## config.mk

```make
export PLATFORM = sky130hd
export DESIGN_NAME = i2c_tgt_rx_dma
export DESIGN_NICKNAME = d
export VERILOG_FILES = /design/src/rtl/tgt_rx_pkg.sv /design/src/rtl/tgt_rx_dma.sv /design/src/rtl/tgt_rx_regs.sv /design/src/rtl/tgt_rx_irq.sv /design/src/rtl/i2c_tgt_rx_dma.sv
export SDC_FILE = /design/constraint.sdc
export NUM_CORES = 1
export LEC_CHECK = 0
export BUFFER_PORTS_ARGS = -buffer_cell sky130_fd_sc_hd__clkbuf_2
export CORE_MARGIN = 1.5
export CORE_UTILIZATION = 27
export DETAILED_ROUTE_END_ITERATION = 7
export HOLD_SLACK_MARGIN = 0.08
export PLACE_DENSITY = 0.46
export SYNTH_ARGS = -nofsm -noshare
export SYNTH_HDL_FRONTEND = slang
export SYNTH_HIERARCHICAL = 1
export SYNTH_SLANG_ARGS = --single-unit
export TNS_END_PERCENT = 1
```

## constraint.sdc

```tcl
create_clock -name clk_i -period 2.4 [get_ports clk_i]
set_input_delay 0.12 -clock clk_i [delete_from_list [all_inputs] [get_ports clk_i]]
set_output_delay 0.12 -clock clk_i [all_outputs]
set_load 0.02 [all_outputs]
```

## src/rtl/tgt_rx_pkg.sv

```systemverilog
package tgt_rx_pkg;
  typedef enum logic [1:0] {
    EV_START = 2'd0,
    EV_ADDR  = 2'd1,
    EV_DATA  = 2'd2,
    EV_STOP  = 2'd3
  } bus_ev_e;

  typedef enum logic [1:0] {
    ST_IDLE,
    ST_WAIT_ADDR,
    ST_ACTIVE
  } rx_state_e;

  localparam int STS_W     = 6;
  localparam int B_RX      = 0;
  localparam int B_STOP    = 1;
  localparam int B_MATCH   = 2;
  localparam int B_BYTE    = 3;
  localparam int B_PKT     = 4;
  localparam int B_OVF     = 5;

  localparam logic [3:0] RI_FUNC = 4'd0;
  localparam logic [3:0] RI_OWN  = 4'd1;
  localparam logic [3:0] RI_CMD  = 4'd2;
  localparam logic [3:0] RI_BASE = 4'd3;
  localparam logic [3:0] RI_LEN  = 4'd4;
  localparam logic [3:0] RI_TSTS = 4'd5;
  localparam logic [3:0] RI_TIEN = 4'd6;
  localparam logic [3:0] RI_MSTS = 4'd7;
  localparam logic [3:0] RI_MIEN = 4'd8;
  localparam logic [3:0] RI_BUF  = 4'd9;

  localparam int LEN_HI_LSB = 16;
  localparam int LEN_WE_BIT = 31;
endpackage

```

## src/rtl/tgt_rx_dma.sv

```systemverilog
module tgt_rx_dma
  import tgt_rx_pkg::*;
#(
  parameter int AW = 8,
  parameter int LW = 8
) (
  input  logic             clk_i,
  input  logic             rst_ni,
  input  logic             ev_valid_i,
  input  logic [1:0]       ev_kind_i,
  input  logic [7:0]       ev_data_i,
  input  logic             target_en_i,
  input  logic             dma_en_i,
  input  logic [6:0]       own_addr_i,
  input  logic             base_we_i,
  input  logic [AW-1:0]    base_val_i,
  input  logic             len_we_i,
  input  logic [LW-1:0]    len_val_i,
  input  logic             rxlen_we_i,
  input  logic [LW-1:0]    rxlen_val_i,
  output logic             mem_we_o,
  output logic [AW-1:0]    mem_addr_o,
  output logic [7:0]       mem_wdata_o,
  output logic [AW-1:0]    dma_addr_o,
  output logic [LW-1:0]    remain_o,
  output logic [LW-1:0]    rxlen_o,
  output logic [STS_W-1:0] sts_set_o,
  output logic             buf_set_o,
  output logic [7:0]       buf_val_o
);
  rx_state_e     state_q;
  logic [AW-1:0] dma_addr_q;
  logic [LW-1:0] remain_q, rxlen_q;
  logic          ev_addr, ev_data, ev_stop, ev_start;
  logic          hit, dat, take, drop, pio, fin;

  always_comb begin
    ev_start = ev_valid_i && (ev_kind_i == EV_START);
    ev_addr  = ev_valid_i && (ev_kind_i == EV_ADDR);
    ev_data  = ev_valid_i && (ev_kind_i == EV_DATA);
    ev_stop  = ev_valid_i && (ev_kind_i == EV_STOP);
    hit  = ev_addr && (state_q == ST_WAIT_ADDR) && target_en_i &&
           (ev_data_i[7:1] == own_addr_i) && !ev_data_i[0];
    dat  = ev_data && (state_q == ST_ACTIVE);
    take = dat && dma_en_i && (remain_q != '0);
    drop = dat && dma_en_i && (remain_q == '0);
    pio  = dat && !dma_en_i;
    fin  = ev_stop && (state_q == ST_ACTIVE);
  end

  always_comb begin
    sts_set_o          = '0;
    sts_set_o[B_RX]    = fin;
    sts_set_o[B_STOP]  = fin;
    sts_set_o[B_MATCH] = fin;
    sts_set_o[B_PKT]   = fin;
    sts_set_o[B_BYTE]  = pio || (hit && !dma_en_i);
    sts_set_o[B_OVF]   = drop;
    buf_set_o          = pio || (hit && !dma_en_i);
    buf_val_o          = pio ? ev_data_i : {own_addr_i, 1'b0};
  end

  always_ff @(posedge clk_i or negedge rst_ni) begin
    if (!rst_ni) begin
      state_q <= ST_IDLE;
    end else if (ev_start) begin
      state_q <= ST_WAIT_ADDR;
    end else if (ev_stop) begin
      state_q <= ST_IDLE;
    end else if (ev_addr && state_q == ST_WAIT_ADDR) begin
      state_q <= hit ? ST_ACTIVE : ST_IDLE;
    end
  end

  always_ff @(posedge clk_i or negedge rst_ni) begin
    if (!rst_ni) begin
      dma_addr_q  <= '0;
      remain_q    <= '0;
      rxlen_q     <= '0;
      mem_we_o    <= 1'b0;
      mem_addr_o  <= '0;
      mem_wdata_o <= '0;
    end else begin
      mem_we_o <= take;
      if (take) begin
        mem_addr_o  <= dma_addr_q;
        mem_wdata_o <= ev_data_i;
      end
      if (base_we_i)   dma_addr_q <= base_val_i;
      else if (take)   dma_addr_q <= dma_addr_q + AW'(1);
      if (len_we_i)    remain_q   <= len_val_i;
      else if (take)   remain_q   <= remain_q - LW'(1);
      if (rxlen_we_i)  rxlen_q    <= rxlen_val_i;
      else if (hit)    rxlen_q    <= '0;
      else if (take)   rxlen_q    <= rxlen_q + LW'(1);
    end
  end

  assign dma_addr_o = dma_addr_q;
  assign remain_o   = remain_q;
  assign rxlen_o    = rxlen_q;

  AST_WR_STEP: assert property (@(posedge clk_i) disable iff (!rst_ni)
    (mem_we_o && !$past(base_we_i)) |-> (dma_addr_q == mem_addr_o + AW'(1)));
  AST_DROP_EMPTY: assert property (@(posedge clk_i) disable iff (!rst_ni)
    (ev_data && remain_q == '0) |=> !mem_we_o);
  AST_IDLE_NO_WR: assert property (@(posedge clk_i) disable iff (!rst_ni)
    (state_q != ST_ACTIVE) |=> !mem_we_o);
  AST_RXLEN_ZERO: assert property (@(posedge clk_i) disable iff (!rst_ni)
    (hit && !rxlen_we_i) |=> (rxlen_q == '0));
endmodule

```

## src/rtl/tgt_rx_regs.sv

```systemverilog
module tgt_rx_regs
  import tgt_rx_pkg::*;
#(
  parameter int AW = 8,
  parameter int LW = 8,
  parameter int MW = 4
) (
  input  logic             clk_i,
  input  logic             rst_ni,
  input  logic             reg_we_i,
  input  logic [3:0]       reg_addr_i,
  input  logic [31:0]      reg_wdata_i,
  output logic [31:0]      reg_rdata_o,
  input  logic [MW-1:0]    mst_set_i,
  input  logic [STS_W-1:0] sts_set_i,
  input  logic             buf_set_i,
  input  logic [7:0]       buf_val_i,
  input  logic [AW-1:0]    dma_addr_i,
  input  logic [LW-1:0]    remain_i,
  input  logic [LW-1:0]    rxlen_i,
  output logic             target_en_o,
  output logic             dma_en_o,
  output logic [6:0]       own_addr_o,
  output logic             base_we_o,
  output logic             len_we_o,
  output logic             rxlen_we_o,
  output logic [STS_W-1:0] tsts_o,
  output logic [STS_W-1:0] tien_o,
  output logic [MW-1:0]    msts_o,
  output logic [MW-1:0]    mien_o
);
  logic             master_en_q, target_en_q, dma_en_q;
  logic [6:0]       own_q;
  logic [STS_W-1:0] tsts_q, tien_q, tclr;
  logic [MW-1:0]    msts_q, mien_q, mclr;
  logic [7:0]       buf_q;

  function automatic logic wr(input logic [3:0] idx);
    return reg_we_i && (reg_addr_i == idx);
  endfunction

  always_comb begin
    tclr = '0;
    mclr = '0;
    if (wr(RI_TSTS)) begin
      tclr = reg_wdata_i[STS_W-1:0];
      // packet bit sweeps itself and everything beneath it
      if (reg_wdata_i[B_PKT]) tclr[B_PKT:0] = '1;
    end
    if (wr(RI_MSTS)) mclr = reg_wdata_i[MW-1:0];
  end

  always_ff @(posedge clk_i or negedge rst_ni) begin
    if (!rst_ni) begin
      master_en_q <= 1'b0;
      target_en_q <= 1'b0;
      dma_en_q    <= 1'b0;
      own_q       <= '0;
      tsts_q      <= '0;
      tien_q      <= '0;
      msts_q      <= '0;
      mien_q      <= '0;
      buf_q       <= '0;
    end else begin
      if (wr(RI_FUNC)) {target_en_q, master_en_q} <= reg_wdata_i[1:0];
      if (wr(RI_OWN))  own_q    <= reg_wdata_i[6:0];
      if (wr(RI_CMD))  dma_en_q <= reg_wdata_i[0];
      if (wr(RI_TIEN)) tien_q   <= reg_wdata_i[STS_W-1:0];
      if (wr(RI_MIEN)) mien_q   <= reg_wdata_i[MW-1:0];
      if (buf_set_i)   buf_q    <= buf_val_i;
      tsts_q <= (tsts_q & ~tclr) | sts_set_i;
      msts_q <= (msts_q & ~mclr) | (master_en_q ? mst_set_i : '0);
    end
  end

  always_comb begin
    unique case (reg_addr_i)
      RI_FUNC: reg_rdata_o = {30'd0, target_en_q, master_en_q};
      RI_OWN:  reg_rdata_o = 32'(own_q);
      RI_CMD:  reg_rdata_o = 32'(dma_en_q);
      RI_BASE: reg_rdata_o = 32'(dma_addr_i);
      RI_LEN:  reg_rdata_o = (32'(rxlen_i) << LEN_HI_LSB) | 32'(remain_i);
      RI_TSTS: reg_rdata_o = 32'(tsts_q);
      RI_TIEN: reg_rdata_o = 32'(tien_q);
      RI_MSTS: reg_rdata_o = 32'(msts_q);
      RI_MIEN: reg_rdata_o = 32'(mien_q);
      RI_BUF:  reg_rdata_o = 32'(buf_q);
      default: reg_rdata_o = '0;
    endcase
  end

  assign target_en_o = target_en_q;
  assign dma_en_o    = dma_en_q;
  assign own_addr_o  = own_q;
  assign base_we_o   = wr(RI_BASE);
  assign len_we_o    = wr(RI_LEN);
  assign rxlen_we_o  = wr(RI_LEN) && reg_wdata_i[LEN_WE_BIT];
  assign tsts_o      = tsts_q;
  assign tien_o      = tien_q;
  assign msts_o      = msts_q;
  assign mien_o      = mien_q;

  AST_PKT_KEEP_HI: assert property (@(posedge clk_i) disable iff (!rst_ni)
    (wr(RI_TSTS) && reg_wdata_i[B_PKT] && !reg_wdata_i[B_OVF] && !sts_set_i[B_OVF])
    |=> (tsts_q[B_OVF] == $past(tsts_q[B_OVF])));
  AST_DONE_GROUP: assert property (@(posedge clk_i) disable iff (!rst_ni)
    $rose(tsts_q[B_PKT]) |-> (tsts_q[B_MATCH] && tsts_q[B_STOP] && tsts_q[B_RX]));
  AST_MST_GATED: assert property (@(posedge clk_i) disable iff (!rst_ni)
    !master_en_q |=> ((msts_q & ~$past(msts_q)) == '0));
endmodule

```

## src/rtl/tgt_rx_irq.sv

```systemverilog
module tgt_rx_irq #(
  parameter int TW = 6,
  parameter int MW = 4
) (
  input  logic          clk_i,
  input  logic          rst_ni,
  input  logic [TW-1:0] tsts_i,
  input  logic [TW-1:0] tien_i,
  input  logic [MW-1:0] msts_i,
  input  logic [MW-1:0] mien_i,
  output logic          irq_o
);
  logic pend;
  // either side holding enabled status keeps the shared line asserted
  assign pend = |(tsts_i & tien_i) || |(msts_i & mien_i);

  always_ff @(posedge clk_i or negedge rst_ni) begin
    if (!rst_ni) irq_o <= 1'b0;
    else         irq_o <= pend;
  end

  AST_IRQ_UP: assert property (@(posedge clk_i) disable iff (!rst_ni)
    pend |=> irq_o);
  AST_IRQ_DN: assert property (@(posedge clk_i) disable iff (!rst_ni)
    !pend |=> !irq_o);
endmodule

```

## src/rtl/i2c_tgt_rx_dma.sv

```systemverilog
module i2c_tgt_rx_dma
  import tgt_rx_pkg::*;
#(
  parameter int AW = 8,
  parameter int LW = 8,
  parameter int MW = 4
) (
  input  logic          clk_i,
  input  logic          rst_ni,
  input  logic          reg_we_i,
  input  logic [3:0]    reg_addr_i,
  input  logic [31:0]   reg_wdata_i,
  output logic [31:0]   reg_rdata_o,
  input  logic          ev_valid_i,
  input  logic [1:0]    ev_kind_i,
  input  logic [7:0]    ev_data_i,
  input  logic [MW-1:0] mst_set_i,
  output logic          mem_we_o,
  output logic [AW-1:0] mem_addr_o,
  output logic [7:0]    mem_wdata_o,
  output logic          irq_o
);
  logic             target_en, dma_en, base_we, len_we, rxlen_we, buf_set;
  logic [6:0]       own_addr;
  logic [7:0]       buf_val;
  logic [AW-1:0]    dma_addr;
  logic [LW-1:0]    remain, rxlen;
  logic [STS_W-1:0] sts_set, tsts, tien;
  logic [MW-1:0]    msts, mien;

  tgt_rx_regs #(.AW(AW), .LW(LW), .MW(MW)) u_regs (
    .clk_i, .rst_ni, .reg_we_i, .reg_addr_i, .reg_wdata_i, .reg_rdata_o,
    .mst_set_i,
    .sts_set_i   (sts_set),
    .buf_set_i   (buf_set),
    .buf_val_i   (buf_val),
    .dma_addr_i  (dma_addr),
    .remain_i    (remain),
    .rxlen_i     (rxlen),
    .target_en_o (target_en),
    .dma_en_o    (dma_en),
    .own_addr_o  (own_addr),
    .base_we_o   (base_we),
    .len_we_o    (len_we),
    .rxlen_we_o  (rxlen_we),
    .tsts_o      (tsts),
    .tien_o      (tien),
    .msts_o      (msts),
    .mien_o      (mien)
  );

  tgt_rx_dma #(.AW(AW), .LW(LW)) u_dma (
    .clk_i, .rst_ni, .ev_valid_i, .ev_kind_i, .ev_data_i,
    .target_en_i (target_en),
    .dma_en_i    (dma_en),
    .own_addr_i  (own_addr),
    .base_we_i   (base_we),
    .base_val_i  (reg_wdata_i[AW-1:0]),
    .len_we_i    (len_we),
    .len_val_i   (reg_wdata_i[LW-1:0]),
    .rxlen_we_i  (rxlen_we),
    .rxlen_val_i (reg_wdata_i[LEN_HI_LSB +: LW]),
    .mem_we_o, .mem_addr_o, .mem_wdata_o,
    .dma_addr_o  (dma_addr),
    .remain_o    (remain),
    .rxlen_o     (rxlen),
    .sts_set_o   (sts_set),
    .buf_set_o   (buf_set),
    .buf_val_o   (buf_val)
  );

  tgt_rx_irq #(.TW(STS_W), .MW(MW)) u_irq (
    .clk_i, .rst_ni,
    .tsts_i (tsts),
    .tien_i (tien),
    .msts_i (msts),
    .mien_i (mien),
    .irq_o
  );
endmodule

```

==> results.tsv, run 1 <==
stage	metric	value	unit
run_status	outcome	finished, final reports clean	
synth	synth.cell_area	0.00479	sq mm
cts	cts_tree	yes	
route	wl_met3	592	um
timing	skew	5.14	ps
global_routing	grt_max_degree	47	
final_layout	antenna_cells	0	
synth	synth-async-reset-ratio	100	%
route	wire_per_inst	17.4	um
timing	finalHoldWorstSlack	143	ps
global_routing	gr-total-overflow	0	
synth	synthCells	491	
route	via_count	3989	
cts	clk_pin_slew	60	ps
final_layout	post-route-util	34.0	%
cts	cts.sinks	82	
worst_setup_path	worstSetupStartpointType	input pin	
worst_setup_path	path_class	input pin to register	
die	die_width	136	um
placement	portBuffers	72	
synth	synth.top_cell.area_share	42.9	%
final_layout	fillers	1819	
route	vias_per_cell	4.89	
timing	setup_ws	296	ps
timing	worstMarginPinSlew	627	ps
worst_setup_path	max_stage_delay	520	ps
cts	htree_levels	3	
worst_setup_path	crit_buf_inv	3	
die	die_y	136	um
worst_setup_path	end_kind	register	
worst_setup_path	crit_path_top_delay_cell	dlygate4sd3_1	
route	routed_wl	14200	um
final_layout	drive_gt1_share	27.9	%
route	drtIter0Drc	231	
final_layout	syn_to_final_growth	23.0	%
global_routing	grt_antenna_before_repair	0	
route	route.top_layer_used	met4	
die	core	0.0173	sq mm
route	drc_errors	0	
cts	clk_latency	350	ps
cts	cts-resized-gates	0	
synth	synth-edff-count	0	
timing	maxSlewViolCount	0	
cts	numCtsBuffers	9	
route	wl_met1	6760	um
power_and_ir_drop	p_leak	2.76	nW
worst_setup_path	cp_cell_sequence	dlygate4sd3_1, clkbuf_2, nand2_2, or4_4, nor4_4, a21oi_1, nor2_1, buf_4, mux2_2	
synth	ys_warn_count	6	
timing	min_period	2100	ps
timing	slew_headroom	58.2	%
final_layout	stdcell_count	816	
synth	synthTopCellsByArea	dfrtp_1 43%, mux2_2 9.6%, nand2_1 7.0%	
min_path	hp-class	input pin to register	
global_routing	grt_pass1_wl	22300	um
route	wl_met2	6560	um
worst_setup_path	path_max_fanout	9	
synth	syn_area_per_cell	9.75	sq um
timing	tns	0	ps
timing	hold_violations	0	
worst_setup_path	cp_top_family	simple AND/OR/NAND/NOR gates	
cts	cts_buffer_depth	2	
worst_setup_path	worstPathRequired	2630	ps
job	maxCapViolations	0	
die	io_pins	104	
timing	fin_crit_sh	87.6	%
synth	ys_types	65	
synth	synth_flop_cell	dfrtp_1	
timing	rsz0062_at_grt	false	
final_layout	final_nets	645	
die	num_rows	48	
power_and_ir_drop	p_per_area	671	mW/mm^2
placement	place_worst_setup_slack	308	ps
placement	place_inst	776	
synth	yosys.area.top_type	dfrtp_1	
cts	root_buffer	clkbuf_16	
power_and_ir_drop	vdd_drop_max	0.320	mV
global_routing	grt_pass1_vias	3997	
synth	yosysSeqAreaShare	42.9	%
worst_setup_path	arrival	2330	ps
route	antenna_left	0	
synth	ys_ff_latch	82	
global_routing	track_usage	16.1	%
placement	gp_congestion	0.854	
timing	max_clock_freq	475	MHz
route	drtPass1Iterations	5	
die	dieArea	0.0185	sq mm
die	start_util	27.7	%
timing	setup_viol	0	
placement	post-dp-hpwl	10700	um
Yosys cell counts, types with 9 or more instances:
library cell and n:
buf_4 24, dfrtp_1 82, and3_1 17, xor2_1 10
a22oi_1 14, nand3_1 16, nand2_1 89, xnor2_1 14
buf_2 9, nor2_1 16, o21ai_0 27, mux2_2 41
worst paths after layout:
kind	start	endpoint	slack [ps]	cells after the start
min in group asynchronous	rst_ni	u_regs/msts_o[1]$_DFF_PN0_	320	2
hold reg to reg	u_dma/mem_addr_o[6]$_DFFE_PN0P_	u_dma/mem_addr_o[6]$_DFFE_PN0P_	470	2
max in group asynchronous	rst_ni	u_dma/mem_wdata_o[3]$_DFFE_PN0P_	1460	3
setup / recovery	ev_valid_i	u_regs/buf_q[7]$_DFFE_PN0P_	300	9
setup reg to reg	u_dma/state_q[1]$_DFFE_PN0P_	u_regs/buf_q[7]$_DFFE_PN0P_	300	7
hold / removal	ev_kind_i[0]	u_dma/state_q[0]$_DFFE_PN0P_	140	4
placed cells by master (no fill, tap or decap), types with 3 or more instances in the layout:
cell / instances
inv_1: 4
and2_1: 6
a22oi_1: 14
o31a_1: 3
nand2_1: 89
a211oi_2: 3
a22o_1: 7
o31ai_1: 4
a21oi_1: 7
ha_1: 4
nor2b_1: 7
dfrtp_1: 82
dlygate4sd3_1: 25
nor4_1: 6
mux2i_1: 5
buf_4: 18
clkbuf_2: 71
nand4_1: 6
clkinv_2: 3
mux2_2: 41
and3_1: 17
a21o_1: 7
nand2b_1: 3
xnor2_1: 14
xor2_1: 10
nor2_1: 16
nor3_1: 7
conb_1: 16
clkbuf_16: 9
nand3_1: 16
o21ai_0: 27
where the power goes:
group / internal [W] / switching, W
clock network: 0.000899 / 0.000555
logic: 0.000350 / 0.000362
registers: 0.00155 / 0.000234
total: 0.00280 / 0.00115
registers in the layout, indices dropped and copies added, names as in the netlist, 2 cells and up:
| register | flops |
|---|---|
| u_dma/dma_addr_o | 8 |
| u_dma/mem_addr_o | 8 |
| u_dma/mem_wdata_o | 8 |
| u_dma/remain_o | 8 |
| u_dma/rxlen_o | 8 |
| u_dma/state_q | 2 |
| u_regs/buf_q | 8 |
| u_regs/mien_o | 4 |
| u_regs/msts_o | 4 |
| u_regs/own_addr_o | 7 |
| u_regs/tien_o | 6 |
| u_regs/tsts_o | 6 |
layer usage:
| metal | up-vias | global-route usage (%) |
|---|---|---|
| li1 | 1909 | - |
| met1 | 1961 | 22.3 |
| met2 | 102 | 25.3 |
| met3 | 17 | 2.72 |
| met4 | 0 | 5.67 |
| met5 | - | 0 |
tightest hold or removal path: cells and delay by family:
| family | cells | cell delay (ps) |
|---|---|---|
| AND/OR/NAND/NOR | 2 | 120 |
| AO/OA/AOI/OAI | 1 | 70 |
| buffers and inverters | 1 | 130 |
cells by family after synthesis:
group / Yosys count / synth area share, %
adder cells (fa/ha/maj): 4 / 1.05
flip-flops: 82 / 42.9
AND/OR/NAND/NOR: 193 / 20.3
AO/OA/AOI/OAI: 90 / 13.6
buffers and inverters: 50 / 6.77
other: 1 / 0.0783
multiplexers: 47 / 11.0
XOR/XNOR: 24 / 4.39
area by class of cell:
type,count,area [sq um],share of cell area [%]
clock buffers,9,225,3.82
clock inverters,6,82.6,1.40
inverters,5,18.8,0.319
multi-input cells,374,2470,41.9
flip-flops and latches,82,2050,34.8
well taps,225,282,4.78
repair buffers,115,761,12.9
per-stage QoR:
step / cell area, sq um / power [W]
final: 5890 / 0.00395
after global routing: 5890 / 0.00416
after CTS: 5890 / 0.00400
after detailed placement: 5330 / 0.00249
after global placement: 5330 / 0.00247
after floorplan: 4840 / 0.00221
what timing repair did:
action	in CTS	in global routing
hold buffers	25	0
buffers inserted	0	0
endpoints found under the hold margin	70	0
(Power assumes the default switching activity.)
==> inputs of run 2 (changes only) <==
--- a/config.mk
+++ b/config.mk
@@ -7,10 +7,10 @@
 export LEC_CHECK = 0
 export BUFFER_PORTS_ARGS = -buffer_cell sky130_fd_sc_hd__clkbuf_2
 export CORE_MARGIN = 1.5
-export CORE_UTILIZATION = 27
+export CORE_UTILIZATION = 30
 export DETAILED_ROUTE_END_ITERATION = 7
 export HOLD_SLACK_MARGIN = 0.08
-export PLACE_DENSITY = 0.46
+export PLACE_DENSITY = 0.5
 export SYNTH_ARGS = -nofsm -noshare
 export SYNTH_HDL_FRONTEND = slang
 export SYNTH_HIERARCHICAL = 1
==> run 2 against run 1 <==
Net effect: utilization grew 4.1 points; flip-flop and latch count is the same; first-iteration DRC count shrank 15%; final cell count shrank 1.5%; worst setup slack lost 47 ps; clock power shrank 3%; die area shrank 9.8%; critical path type is now register to register.
==> results.tsv, run 2 (synthesized netlist as in run 1, its figures left out) <==
stage	metric	value	unit
die	num_rows	45	
route	routed_wl	14100	um
global_routing	grt_pass1_wl	22400	um
placement	post-dp-hpwl	10500	um
power_and_ir_drop	power_switching	0.00117	W
die	start_util	31.1	%
die	core	0.0154	sq mm
route	drtPass1Iterations	4	
timing	rsz0062_at_grt	false	
cts	cts_tree	yes	
final_layout	final_nets	646	
cts	clk_latency	350	ps
min_path	hold_end	u_dma/dma_addr_o[5]$_DFFE_PN0P_	
timing	min_period	2150	ps
power_and_ir_drop	p_per_area	664	mW/mm^2
cts	root_buffer	clkbuf_16	
cts	postCtsSetupBuffers	0	
worst_setup_path	rr_startpoint	u_dma/state_q[1]$_DFFE_PN0P_	
global_routing	grt_max_degree	43	
timing	hold_violations	0	
power_and_ir_drop	swShare	29.9	%
timing	worstMarginPinSlew	609	ps
power_and_ir_drop	p_leak	2.76	nW
final_layout	final_cell_mix	89 x nand2_1, 82 x dfrtp_1, 71 x clkbuf_2, 41 x mux2_2, 27 x o21ai_0	
final_layout	stdcell_count	804	
cts	numCtsBuffers	9	
die	die_width	129	um
placement	place_area	0.00532	sq mm
die	die_y	129	um
power_and_ir_drop	p_int	0.00273	W
min_path	hp-class	input pin to register	
global_routing	track_usage	17.8	%
placement	portBuffers	72	
final_layout	drive_gt1_share	28.0	%
global_routing	grt_pass1_vias	4062	
power_and_ir_drop	clkPwrFrac	36.0	%
power_and_ir_drop	combPwrFrac	18.4	%
worst_setup_path	ff2ff_path_depth	7	
global_routing	grt_antenna_before_repair	0	
final_layout	final_common_cell	nand2_1	
worst_setup_path	path_max_fanout	6	
worst_setup_path	arrival	2380	ps
worst_setup_path	worstPathRequired	2630	ps
worst_setup_path	end_kind	register	
final_layout	postLayoutCellArea	0.00587	sq mm
power_and_ir_drop	p_seq_share	45.6	%
job	maxCapViolations	0	
placement	gp_congestion	0.849	
timing	max_clock_freq	465	MHz
cts	cts.sinks	82	
route	vias_per_cell	4.95	
cts	clk_pin_slew	60	ps
cts	cts-resized-gates	0	
worst_setup_path	r2r-end	u_regs/buf_q[7]$_DFFE_PN0P_	
min_path	min-delay-start	reg_wdata_i[5]	
timing	skew	4.98	ps
die	io_pins	104	
cts	cts_buffer_depth	2	
die	dieArea	0.0167	sq mm
route	wire_per_inst	17.5	um
min_path	holdPathStages	3	
worst_setup_path	path_class	register to register	
route	drc_errors	0	
placement	place_inst	763	
timing	maxSlewViolCount	0	
timing	fin_crit_sh	89.6	%
route	via_count	3977	
timing	tns	0	ps
final_layout	antenna_cells	0	
final_layout	syn_to_final_growth	22.6	%
power_and_ir_drop	vdd_drop_max	0.370	mV
route	drtIter0Drc	197	
route	antenna_left	0	
timing	slew_headroom	59.1	%
worst_setup_path	worstSetupStartpointType	register	
cts	htree_levels	3	
global_routing	gr-total-overflow	0	
worst_setup_path	rrSetupSlack	250	ps
timing	setup_viol	0	
run_status	outcome	finished, final reports clean	
==> run 2: power by group through the flow <==
stage	combinational [W]	clock, W	sequential (W)
2_1_floorplan	0.000496	0	0.00172
3_3_place_gp	0.000666	0	0.00180
3_5_place_dp	0.000681	0	0.00180
4_1_cts	0.000718	0.00144	0.00178
5_1_grt	0.000793	0.00150	0.00181
6_report	0.000715	0.00140	0.00178
==> run 2: final cells by class <==
class / count / area, sq um
fill: 1582 / 9500
multi-input combinational: 374 / 2470
sequential: 82 / 2050
timing repair buffer: 116 / 768
tap: 211 / 264
clock buffer: 11 / 243
clock inverter: 5 / 53.8
inverter: 5 / 18.8
==> run 2: repair_timing <==
action	in CTS	in global routing
hold buffers	25	0
setup endpoints to repair	0	0
endpoints found under the hold margin	66	0
==> run 2: per-layer routing <==
layer  share of wire [%]  vias to the layer above  GRT usage, %
met2                  46                      114          28.1
met1                  47                     1948          24.5
met4                 1.4                        0          6.28
met5                   0                        -             0
li1                    -                     1903             -
met3                 5.4                       12          3.14
==> run 2: worst max path at each step <==
stage | startpoint | end | cells past startpoint
floorplan | u_dma/state_q[1]$_DFFE_PN0P_ | u_regs/buf_q[0]$_DFFE_PN0P_ | 8
global placement | u_dma/state_q[1]$_DFFE_PN0P_ | u_regs/buf_q[5]$_DFFE_PN0P_ | 7
detailed placement | u_dma/state_q[1]$_DFFE_PN0P_ | u_regs/buf_q[7]$_DFFE_PN0P_ | 7
CTS | u_dma/state_q[1]$_DFFE_PN0P_ | u_regs/buf_q[7]$_DFFE_PN0P_ | 7
global route | u_dma/state_q[1]$_DFFE_PN0P_ | u_regs/buf_q[7]$_DFFE_PN0P_ | 7
finish | u_dma/state_q[1]$_DFFE_PN0P_ | u_regs/buf_q[7]$_DFFE_PN0P_ | 7
==> run 2: critical path, stage by stage, from the launching register on <==
cell	delay, ps
dfrtp_1	410
nand3b_1	170
or4_4	450
nor4_4	280
a21oi_1	70
nor2_1	140
buf_4	180
mux2_2	340
==> run 2: metrics by stage <==
stage / utilization (%) / hold WS, ps / total power [W] / worst slack, ps
after floorplan: - / -176 / 0.00221 / 34.5
after global placement: 34.6 / 142 / 0.00246 / 306
after detailed placement: 34.6 / 149 / 0.00248 / 273
after CTS: 38.2 / 103 / 0.00394 / 256
after global routing: 38.2 / 113 / 0.00410 / 129
final: 38.2 / 117 / 0.00390 / 249
